### src/rtl/arb_pkg.sv
package arb_pkg;
   localparam int PRE_CODE_W = 3;
   localparam int PRE_CNT_W  = 7;

   typedef logic [PRE_CNT_W-1:0] pre_cnt_t;

   // code 0 -> 0 clocks, code k>0 -> 2**(k-1) clocks
   function automatic pre_cnt_t pre_cycles(input logic [PRE_CODE_W-1:0] code);
      pre_cnt_t v;
      if (code == '0) v = '0;
      else            v = pre_cnt_t'(1) << (code - 1'b1);
      return v;
   endfunction
endpackage

### src/rtl/prio_pick.sv
module prio_pick #(
   parameter int N  = 9,
   parameter int IW = 4
) (
   input  logic [N-1:0]  mask,
   input  logic [IW-1:0] start,
   output logic          found,
   output logic [IW-1:0] idx
);
   logic [N-1:0]  hit;
   logic [IW-1:0] pos [N];

   for (genvar k = 0; k < N; k++) begin : g_scan
      logic [IW:0] sum;
      assign sum    = {1'b0, start} + (IW+1)'(k);
      assign pos[k] = (sum >= (IW+1)'(N)) ? IW'(sum - (IW+1)'(N)) : IW'(sum);
      assign hit[k] = mask[pos[k]];
   end

   always_comb begin
      found = 1'b0;
      idx   = '0;
      for (int k = 0; k < N; k++) begin
         if (!found && hit[k]) begin
            found = 1'b1;
            idx   = pos[k];
         end
      end
   end
endmodule

### src/rtl/hold_timers.sv
module hold_timers #(
   parameter int CW = 5,
   parameter int WW = 7
) (
   input  logic          clk,
   input  logic          rst_n,
   input  logic          clr,
   input  logic          idle_inc,
   input  logic          wait_inc,
   output logic [CW-1:0] idle_cnt,
   output logic [WW-1:0] wait_cnt
);
   always_ff @(posedge clk) begin
      if (!rst_n || clr) begin
         idle_cnt <= '0;
         wait_cnt <= '0;
      end else begin
         idle_cnt <= idle_inc ? idle_cnt + 1'b1 : '0;
         if (!wait_inc)          wait_cnt <= '0;
         else if (wait_cnt != '1) wait_cnt <= wait_cnt + 1'b1;
      end
   end
endmodule

### src/rtl/rr_bus_arbiter.sv
module rr_bus_arbiter
   import arb_pkg::*;
#(
   parameter int N_MASTERS    = 9,
   parameter int IDLE_TIMEOUT = 16
) (
   input  logic                  clk,
   input  logic                  rst_n,
   input  logic [N_MASTERS-1:0]  req_n,
   input  logic                  frame_n,
   input  logic                  irdy_n,
   input  logic                  preempt_off,
   input  logic [2:0]            preempt_code,
   output logic [N_MASTERS-1:0]  gnt_n
);
   localparam int IW = $clog2(N_MASTERS);
   localparam int CW = $clog2(IDLE_TIMEOUT + 1);

   if (N_MASTERS < 2 || N_MASTERS > 32) begin : g_bad_n
      $error("rr_bus_arbiter: N_MASTERS out of range");
   end
   if (IDLE_TIMEOUT < 2) begin : g_bad_to
      $error("rr_bus_arbiter: IDLE_TIMEOUT too small");
   end

   logic          gnt_v, started, frame_q;
   logic [IW-1:0] gnt_idx, last_owner;
   logic [CW-1:0] idle_cnt;
   pre_cnt_t      wait_cnt;

   logic [N_MASTERS-1:0] req, gmask, others;
   logic                 busy, start_edge, started_now;
   logic                 win_v, alt_v;
   logic [IW-1:0]        win, alt, start_ptr;
   logic                 waiting, hp_move, pre_fire, to_fire, remove;
   logic                 nxt_v, change;
   logic [IW-1:0]        nxt_idx;

   assign req  = ~req_n;
   assign busy = !frame_n || !irdy_n;

   for (genvar i = 0; i < N_MASTERS; i++) begin : g_gnt
      assign gmask[i] = gnt_v && (gnt_idx == IW'(i));
      assign gnt_n[i] = ~gmask[i];
   end

   assign others      = req & ~gmask;
   assign start_ptr   = (last_owner == IW'(N_MASTERS - 1)) ? '0 : last_owner + 1'b1;
   assign start_edge  = gnt_v && !frame_n && frame_q;
   assign started_now = started || start_edge;

   prio_pick #(.N(N_MASTERS), .IW(IW)) u_pick_all (
      .mask(req), .start(start_ptr), .found(win_v), .idx(win));
   prio_pick #(.N(N_MASTERS), .IW(IW)) u_pick_alt (
      .mask(others), .start(start_ptr), .found(alt_v), .idx(alt));

   assign waiting  = gnt_v && started_now && (|others);
   assign hp_move  = gnt_v && win_v && (win != gnt_idx) &&
                     (!started_now || !req[gnt_idx]);
   assign pre_fire = !preempt_off && waiting &&
                     (wait_cnt >= pre_cycles(preempt_code));
   assign to_fire  = gnt_v && !busy && (idle_cnt == CW'(IDLE_TIMEOUT - 1));
   assign remove   = hp_move || pre_fire || to_fire;

   always_comb begin
      nxt_v   = gnt_v;
      nxt_idx = gnt_idx;
      if (!gnt_v) begin
         nxt_v   = win_v;
         nxt_idx = win;
      end else if (remove) begin
         nxt_v   = busy && alt_v;
         nxt_idx = alt;
      end
   end

   assign change = (nxt_v != gnt_v) || (nxt_v && (nxt_idx != gnt_idx));

   hold_timers #(.CW(CW), .WW(PRE_CNT_W)) u_timers (
      .clk      (clk),
      .rst_n    (rst_n),
      .clr      (change),
      .idle_inc (gnt_v && !busy),
      .wait_inc (waiting),
      .idle_cnt (idle_cnt),
      .wait_cnt (wait_cnt)
   );

   always_ff @(posedge clk) begin
      if (!rst_n) begin
         gnt_v      <= 1'b0;
         gnt_idx    <= '0;
         started    <= 1'b0;
         frame_q    <= 1'b1;
         last_owner <= IW'(N_MASTERS - 1);
      end else begin
         gnt_v   <= nxt_v;
         gnt_idx <= nxt_v ? nxt_idx : '0;
         started <= change ? 1'b0 : started_now;
         frame_q <= frame_n;
         if (start_edge || to_fire) last_owner <= gnt_idx;
      end
   end
endmodule

### config.mk
export PLATFORM = sky130hd
export DESIGN_NAME = rr_bus_arbiter
export DESIGN_NICKNAME = d
export VERILOG_FILES = /design/src/rtl/arb_pkg.sv /design/src/rtl/prio_pick.sv /design/src/rtl/hold_timers.sv /design/src/rtl/rr_bus_arbiter.sv
export SDC_FILE = /design/constraint.sdc
export NUM_CORES = 1
export LEC_CHECK = 0
export BUFFER_PORTS_ARGS = -buffer_cell sky130_fd_sc_hd__buf_2
export CAP_MARGIN = 20
export CORE_ASPECT_RATIO = 0.5
export CORE_MARGIN = 2
export CORE_UTILIZATION = 50
export CTS_BUF_LIST = sky130_fd_sc_hd__clkbuf_8
export DETAILED_ROUTE_END_ITERATION = 10
export PLACE_DENSITY = 0.64
export SKIP_CTS_REPAIR_TIMING = 1
export SLEW_MARGIN = 15
export SYNTH_ARGS = -nofsm -noshare
export SYNTH_HDL_FRONTEND = slang
export SYNTH_SLANG_ARGS = --single-unit
### constraint.sdc
create_clock -name clk -period 14.3 [get_ports clk]
set_input_delay 2.86 -clock clk [delete_from_list [all_inputs] [get_ports clk]]
set_output_delay 2.86 -clock clk [all_outputs]
set_load 0.02 [all_outputs]
==> results of run 1 <==
-- how the worst min path moves through the flow --
| stage | from | endpoint | slack (ns) | depth (start not counted) |
|---|---|---|---|---|
| global route | u_timers.idle_cnt[0]$_SDFF_PP0_ | u_timers.idle_cnt[0]$_SDFF_PP0_ | 0.51 | 1 |
| finish | u_timers.idle_cnt[0]$_SDFF_PP0_ | u_timers.idle_cnt[0]$_SDFF_PP0_ | 0.46 | 1 |
| global placement | u_timers.idle_cnt[0]$_SDFF_PP0_ | u_timers.idle_cnt[0]$_SDFF_PP0_ | 0.44 | 1 |
| detailed placement | u_timers.idle_cnt[0]$_SDFF_PP0_ | u_timers.idle_cnt[0]$_SDFF_PP0_ | 0.44 | 1 |
| CTS | u_timers.idle_cnt[0]$_SDFF_PP0_ | u_timers.idle_cnt[0]$_SDFF_PP0_ | 0.46 | 1 |
| floorplan | u_timers.idle_cnt[0]$_SDFF_PP0_ | u_timers.idle_cnt[0]$_SDFF_PP0_ | 0.42 | 1 |
-- critical path, cell delays in order (launching register included) --
cell and delay (ns):
dfxtp_1 0.34, buf_4 0.31, inv_1 0.33, ha_1 0.47, nand3b_1 0.64, nand2_2 0.74
ha_1 1.20, inv_1 0.57, or4_1 0.78, a21oi_1 0.42, o31ai_1 0.23, o22ai_1 0.21
o211ai_1 0.25, o41a_1 0.28, a21o_1 0.20, a311o_1 0.35, a32oi_1 0.41, a21oi_2 0.13
xor2_2 0.22, nand3_2 0.16, a31o_1 0.40, nor4_2 0.28
-- kinds of logic (layout without fill, tap and decap cells) --
logic type / after synthesis / count (layout) / synth area share, %
xor+xnor: 27 / 27 / 3.59
mux: 60 / 60 / 11.1
buf+inv: 104 / 87 / 6.11
simple gates: 373 / 373 / 28.6
flops: 23 / 23 / 6.37
fa+ha+maj: 30 / 30 / 5.20
compound gates: 372 / 372 / 39.0
-- cell type report --
type	instances	area (um2)
multi-input combinational	862	6330
fill	1399	6330
sequential	23	460
timing repair buffer	43	256
tap	192	240
inverter	40	150
clock buffer	3	41.3
clock inverter	1	5.00
-- metal layers --
layer	wire length, um	track usage, %
met1	12900	53.8
met2	12200	58.7
met3	4990	12.8
met4	1080	12.1
met5	0	0
-- power groups by stage --
stage | clock network, mW | registers [mW] | logic (mW)
floorplan | 0 | 0.0744 | 0.761
global placement | 0 | 0.0884 | 0.987
detailed placement | 0 | 0.0883 | 0.990
CTS | 0.0451 | 0.0868 | 0.995
global route | 0.0481 | 0.0888 | 1.10
finish | 0.0461 | 0.0879 | 1.04
-- per-stage QoR --
stage | total power [mW] | util, % | hold slack, ns
after floorplan | 0.835 | - | 0.418
after global placement | 1.08 | 53.8 | 0.436
after detailed placement | 1.08 | 53.8 | 0.444
after CTS | 1.13 | 54.1 | 0.460
after global routing | 1.24 | 54.2 | 0.505
final | 1.17 | 54.2 | 0.459
-- placed cells by master (no fill, tap or decap), drive strengths merged, types with 14 or more instances in the layout --
cell type   n
mux2i      36
ha         30
and2       14
a31oi      20
nand2      86
xnor2      20
dfxtp      23
o31ai      16
mux4       15
o211ai     26
a21oi      64
nand3      56
nor4       16
buf        42
nor2       67
a211oi     27
o21ai      54
a21o       21
nor3       30
inv        40
-- flip-flops by register name, indices dropped and copies added (netlist names) --
signal / count
u_timers.wait_cnt: 7
frame_q: 1
last_owner: 4
started: 1
u_timers.idle_cnt: 5
gnt_v: 1
gnt_idx: 4
==> flow_summary.yaml, run 1 <==
synth:
  seq_area_frac_synth_pct: 6.37
  synthArstFlopShare_pct: 0
  syn-num-nets: 1036
  syn_inst: 989
  synthTopCellsByCount: "nand2_1, nor2_1, a21oi_1"
  synth.area.top_cells: "dfxtp_1, ha_1, mux2i_1"
  synth.most_common_cell: "nand2_1"
  yosysTopAreaCellShare_pct: 6.37
  synth_edf_count: 0
  yosysWarnings: 0
  synth_top_area_cell: "dfxtp_1"
  syn_area_per_cell_um2: 7.30
  synth_cell_types: 118
  synth_seq_cells: 23
  mappedNetlistArea_um2: 7220
  synth_flop_cell: "dfxtp_1"
routing:
  drt_first_pass_iters: 11
  drt_iter0_markers: 1363
  wl_um: 31100
  drc_errors: 5
  antenna_left: 0
  wl_per_cell_um: 26.7
  via_per_inst: 7.42
  vias: 8637
placement:
  dp_slack_ns: 5.53
  place_area_um2: 7420
  hpwlAfterDp_um: 23900
  placedCellCount: 1159
  gp_congestion: 1.08
  portBuffers: 25
worst_setup_path:
  critical_path_required_ns: 14.49
  arrival_ns: 9.28
  start_kind: "register"
  worst_setup_path_end_kind: "register"
  crit_end: "u_timers.wait_cnt[4]$_SDFFE_PP0P_"
  r2r_slack_ns: 5.20
  r2r-end: "u_timers.wait_cnt[4]$_SDFFE_PP0P_"
  ff2ff_path_depth: 21
  cp-startpoint: "last_owner[0]$_SDFFE_PN0P_"
  reg2reg_from: "last_owner[0]$_SDFFE_PN0P_"
  critPathMaxFanout: 37
  timing_worst_setup_path_type: "reg2reg"
global_route:
  grt_pass1_vias: 7640
  grt_pass1_wl_um: 46600
  antenna_found_initial: 1
  grt_use_total_pct: 39.3
  grt_max_degree: 38
  grt-ovfl-total: 0
status:
  status: "finished with violations"
  violations: "DRC"
floorplanning:
  die-area_um2: 15500
  dieHeight_um: 89.0
  core-area_um2: 13800
  die_x_um: 174
  design.portCount: 26
  core.rowCount: 30
  initial_core_util_pct: 52.3
clocking:
  clockRootBuffer: "clkbuf_8"
  cts_tree: "done"
  clk-insertion-delay-late_ns: 0.29
  numCtsBuffers: 3
  clk_path_buf_depth: 2
  clkSinkCount: 23
  htreeDepth: 1
  clkTransAtPathRegs_ns: 0.12
flow_run:
  max_cap_viol_count: 0
layout:
  final_nets: 1020
  drive_above_1_share_pct: 14.2
  area_delta_synth_final_pct: 3.64
  instances_no_fill: 1164
  diodes: 0
  fin_area_um2: 7490
timing:
  period_minus_slack_ns: 9.10
  finalSetupTns_ns: 0
  setup_violations: 0
  slew_headroom_pct: 24.7
  maxSlewViolCount: 0
  hold_viol: 0
  tightest_slew_ns: 1.10
  worst_slack_ns: 5.20
  fmax_ghz: 0.110
  period_share_pct: 63.6
  rsz0062_at_grt: "no"
  fin_worst_skew_ns: 0.0291
power:
  p_seq_share_pct: 7.5
  internal-power_mw: 0.456
  switching_share_pct: 61.1
  power_frac_clock_pct: 3.9
  powerDensity_nw_per_um2: 157
  vdd_drop_max_uv: 58.5
  pwr-share-comb_pct: 88.6
  switchingPower_mw: 0.718
  p_leak_nw: 2.72
worst_hold_path:
  hold_class: "reg2reg"
No activity file was read; power rests on OpenSTA's default activity.
==> inputs of run 2 (changes only) <==
ABC_AREA = 1   (was not set)
PLACE_DENSITY = 0.67   (was 0.64)
clock period = 7.3 ns   (was 14.3 ns; I/O delays follow)
==> flow_summary.yaml, run 2 <==
layout:
  top_regs: "u_timers.wait_cnt: 7 flops, u_timers.idle_cnt: 5 flops"
  instances_no_fill: 1126
  final_common_cell: "nand2_1"
  largest_reg_flops: 7
  area_delta_synth_final_pct: 3.57
  fin_area_um2: 5730
  final_nets: 1029
  drive_above_1_share_pct: 12.7
  layout_common_cells: "nand2_1, nand3_1, inv_1"
  diodes: 0
  fillCellCount: 1191
  top_register: "u_timers.wait_cnt"
floorplanning:
  initial_core_util_pct: 50.8
  die_x_um: 153
  die-area_um2: 12000
  core-area_um2: 10900
  core.rowCount: 27
  dieHeight_um: 78.4
  design.portCount: 26
routing:
  met3_length_um: 2460
  wl_met1_um: 8670
  wl_um: 19300
  routed.top_layer: "met4"
  drt_iter0_markers: 670
  vias: 6832
  antenna_left: 0
  via_per_inst: 6.07
  drc_errors: 0
  wl_per_cell_um: 17.2
  drt_first_pass_iters: 5
  dr_wl_met2_um: 7940
placement:
  hpwlAfterDp_um: 15800
  placedCellCount: 1122
  gp_congestion: 1.00
  portBuffers: 25
  place_area_um2: 5680
synth:
  synth.area.top_cells: "nand2_1, nand3_1, dfxtp_1"
  syn_area_per_cell_um2: 5.68
  seq_area_frac_synth_pct: 8.33
  synth.most_common_cell: "nand2_1"
  yosysTopAreaCellShare_pct: 17.5
  syn_inst: 974
  synth_flop_cell: "dfxtp_1"
  yosysWarnings: 0
  synth_seq_cells: 23
  synthArstFlopShare_pct: 0
  synth_top_area_cell: "nand2_1"
  mappedNetlistArea_um2: 5530
  synthTopCellsByCount: "nand2_1, nand3_1, inv_1"
  synth_edf_count: 0
  synth_cell_types: 52
  syn-num-nets: 1021
global_route:
  grt_use_total_pct: 32.0
  grt_max_degree: 22
  grt_pass1_vias: 6232
  grt_pass1_wl_um: 31300
  grt-ovfl-total: 0
  antenna_found_initial: 0
worst_hold_path:
  hold_class: "reg2reg"
timing:
  hold_viol: 0
  fmax_ghz: 0.159
  period_share_pct: 86.3
  fin_worst_skew_ns: 0.00138
  setup_violations: 0
  finalSetupTns_ns: 0
  period_minus_slack_ns: 6.30
  slew_headroom_pct: 24.7
  tightest_slew_ns: 1.12
  rsz0062_at_grt: "no"
  whs_ns: 0.454
  maxSlewViolCount: 0
clocking:
  clkSinkCount: 23
  clkTransAtPathRegs_ns: 0.08
  numCtsBuffers: 3
  cts_tree: "done"
  clk-insertion-delay-late_ns: 0.27
  htreeDepth: 1
  clk_path_buf_depth: 2
  clockRootBuffer: "clkbuf_8"
worst_setup_path:
  cpPeakStageDelay_ns: 0.70
  start_kind: "register"
  critPathMaxFanout: 15
  worst_setup_path_end_kind: "register"
  crit_slowest_cell: "ha_1"
  timing_worst_setup_path_type: "reg2reg"
  path_delay_family: "simple AND/OR/NAND/NOR gates"
  path_common_cell: "nand2_1"
  arrival_ns: 6.50
  critical_path_required_ns: 7.51
  crit_buf_inv: 6
status:
  status: "finished, final reports clean"
flow_run:
  max_cap_viol_count: 0
[run 2: cell types whose count changed after synthesis, sizes merged, moves of 30 or more]
cell    delta
inv       +75
a21oi     -45
clkbuf    -30
nand2    +216
mux2i     -35
nand3    +110
[run 2: worst register-to-register path: cells and delay by family (launching register included)]
family / cells / cell delay (ns)
and+or+nand+nor: 27 / 2.85
adders and majority gates: 2 / 1.03
AOI/OAI and AO/OA: 2 / 0.58
DFF: 1 / 0.43
buffers and inverters: 6 / 1.34
[run 2: path summary, 6_finish.rpt]
kind / to / slack, ns / start / cells after the start
worst max-delay path: u_timers.wait_cnt[4]$_SDFFE_PP0P_ / 1.00 / last_owner[0]$_SDFFE_PN0P_ / 37
worst min-delay path: u_timers.idle_cnt[0]$_SDFF_PP0_ / 0.45 / u_timers.idle_cnt[0]$_SDFF_PP0_ / 1
worst max register to register: u_timers.wait_cnt[4]$_SDFFE_PP0P_ / 1.00 / last_owner[0]$_SDFFE_PN0P_ / 37
worst min register to register: u_timers.idle_cnt[0]$_SDFF_PP0_ / 0.45 / u_timers.idle_cnt[0]$_SDFF_PP0_ / 1
[run 2: cell type report]
type,count,area (um2),share of cell area [%]
Tap cell,145,181,3.17
Multi-Input combinational cell,808,4450,77.7
Clock inverter,1,7.51,0.131
Sequential cell,23,460,8.04
Timing Repair Buffer,27,140,2.45
Clock buffer,3,41.3,0.721
Inverter,119,447,7.80
[run 2: per-stage QoR]
stage	util, %	setup slack (ns)
floorplan	-	2.18
global placement	52.2	1.31
CTS	52.7	1.13
detailed placement	52.2	1.16
global route	52.7	0.415
finish	52.7	1.00
[run 2: logic make-up (layout without fill, tap and decap cells)]
logic type	count (synthesis)	after routing	share of synthesized area, %
adder cells (fa/ha/maj)	30	30	6.79
buffers and inverters	143	150	11.2
AO/OA/AOI/OAI	169	169	19.6
XOR/XNOR	13	13	2.47
flip-flops	23	23	8.33
AND/OR/NAND/NOR	595	595	51.4
multiplexers	1	1	0.181
[run 2: metal layers]
| metal | track usage, % | vias to the layer above |
|---|---|---|
| met5 | 0 | - |
| met1 | 45.0 | 3089 |
| met3 | 6.79 | 29 |
| met4 | 7.69 | 0 |
| met2 | 49.8 | 386 |
| li1 | - | 3328 |
Power of run 2 is left out: the tool's default activity adds up to more than one toggle a clock period on the data nets, which glitch-free logic cannot reach.
==> inputs of run 3 (changes only) <==
REMOVE_ABC_BUFFERS = 1   (was not set)
==> flow_summary.yaml, run 3 (synthesis gave the netlist of run 2 again) <==
status:
  status: "finished, final reports clean"
floorplanning:
  die_x_um: 153
  core.rowCount: 27
  dieHeight_um: 78.4
  design.portCount: 26
  die-area_um2: 12000
  initial_core_util_pct: 50.8
  core-area_um2: 10900
layout:
  fillCellCount: 1149
  area_delta_synth_final_pct: 3.71
  top_regs: "u_timers.wait_cnt: 7 flops, u_timers.idle_cnt: 5 flops"
  regArea_um2: 460
  layout_common_cells: "nand2_1, nand3_1, inv_1"
  multiInputGateArea_um2: 4450
  drive_above_1_share_pct: 12.8
  largest_reg_flops: 7
  final_nets: 1030
  diodes: 0
  final_common_cell: "nand2_1"
  top_register: "u_timers.wait_cnt"
  final_core_util_pct: 52.7
global_route:
  grt_use_total_pct: 32.0
  grt-ovfl-total: 0
  grt_max_degree: 22
  grt_pass1_vias: 6071
  antenna_found_initial: 0
  grt_pass1_wl_um: 31500
routing:
  antenna_left: 0
  drc_errors: 0
  via_per_inst: 6.08
  drt_first_pass_iters: 5
  drt_iter0_markers: 771
  wl_per_cell_um: 17.0
  vias: 6848
  wl_um: 19100
timing:
  fmax_ghz: 0.162
  fin_worst_skew_ns: 0.00239
  tightest_slew_ns: 0.672
  rsz0062_at_grt: "no"
  maxSlewViolCount: 0
  period_minus_slack_ns: 6.19
  setup_violations: 0
  period_share_pct: 84.8
  hold_viol: 0
  slew_headroom_pct: 54.7
  finalSetupTns_ns: 0
worst_setup_path:
  path_common_cell: "nand2_1"
  arrival_ns: 6.40
  start_kind: "register"
  worst_setup_path_end_kind: "register"
  critical_path_required_ns: 7.51
  critPathMaxFanout: 15
  timing_worst_setup_path_type: "reg2reg"
  cpPeakStageDelay_ns: 0.72
  crit_slowest_cell: "ha_1"
clocking:
  clkTransAtPathRegs_ns: 0.09
  numCtsBuffers: 3
  clockRootBuffer: "clkbuf_8"
  clk_path_buf_depth: 2
  clk-insertion-delay-late_ns: 0.27
  clkSinkCount: 23
  cts_tree: "done"
  htreeDepth: 1
placement:
  hpwlAfterDp_um: 15700
  portBuffers: 25
  gp_congestion: 1.09
worst_hold_path:
  hold_class: "reg2reg"
flow_run:
  max_cap_viol_count: 0
[run 3: worst paths after layout]
path                                        start                                 to  slack (ns)  cells past startpoint
hold / removal    u_timers.idle_cnt[0]$_SDFF_PP0_    u_timers.idle_cnt[0]$_SDFF_PP0_        0.47                      1
hold reg to reg   u_timers.idle_cnt[0]$_SDFF_PP0_    u_timers.idle_cnt[0]$_SDFF_PP0_        0.47                      1
setup / recovery       last_owner[0]$_SDFFE_PN0P_  u_timers.wait_cnt[6]$_SDFFE_PP0P_        1.11                     36
setup reg to reg       last_owner[0]$_SDFFE_PN0P_  u_timers.wait_cnt[6]$_SDFFE_PP0P_        1.11                     36
[run 3: critical path, delay by kind of cell, from the launching register on]
| family | cells | cell delay, ns |
|---|---|---|
| and+or+nand+nor | 27 | 2.87 |
| buffers and inverters | 5 | 1.16 |
| adders and majority gates | 2 | 1.05 |
| DFF | 1 | 0.43 |
| xor gates and xnor gates | 1 | 0.39 |
| AOI/OAI and AO/OA | 1 | 0.21 |
[run 3: layout make-up]
cell class / count / area share (%)
clock inverter: 1 / 0.131
clock buffer: 3 / 0.720
tap: 145 / 3.16
inverter: 119 / 7.79
timing repair buffer: 28 / 2.57
sequential: 23 / 8.03
multi-input combinational: 808 / 77.6
[run 3: metrics by stage]
step                      std cells  hold slack, ns  worst slack (ns)  area (um2)
after floorplan                 950           0.418              2.22        5360
after global placement         1123           0.425              1.30        5690
after detailed placement       1123           0.461              1.22        5690
after CTS                      1127           0.474              1.21        5740
after global routing           1127           0.509             0.445        5740
final                          1127           0.469              1.11        5740
[run 3: metal layers]
layer,wire [um],global-route usage [%],share of wire (%)
met1,8910,47.0,47
met2,7520,48.3,39
met3,2340,5.69,12
met4,363,7.31,1.9
met5,0,0,0
Power of run 3 is left out for the same reason.
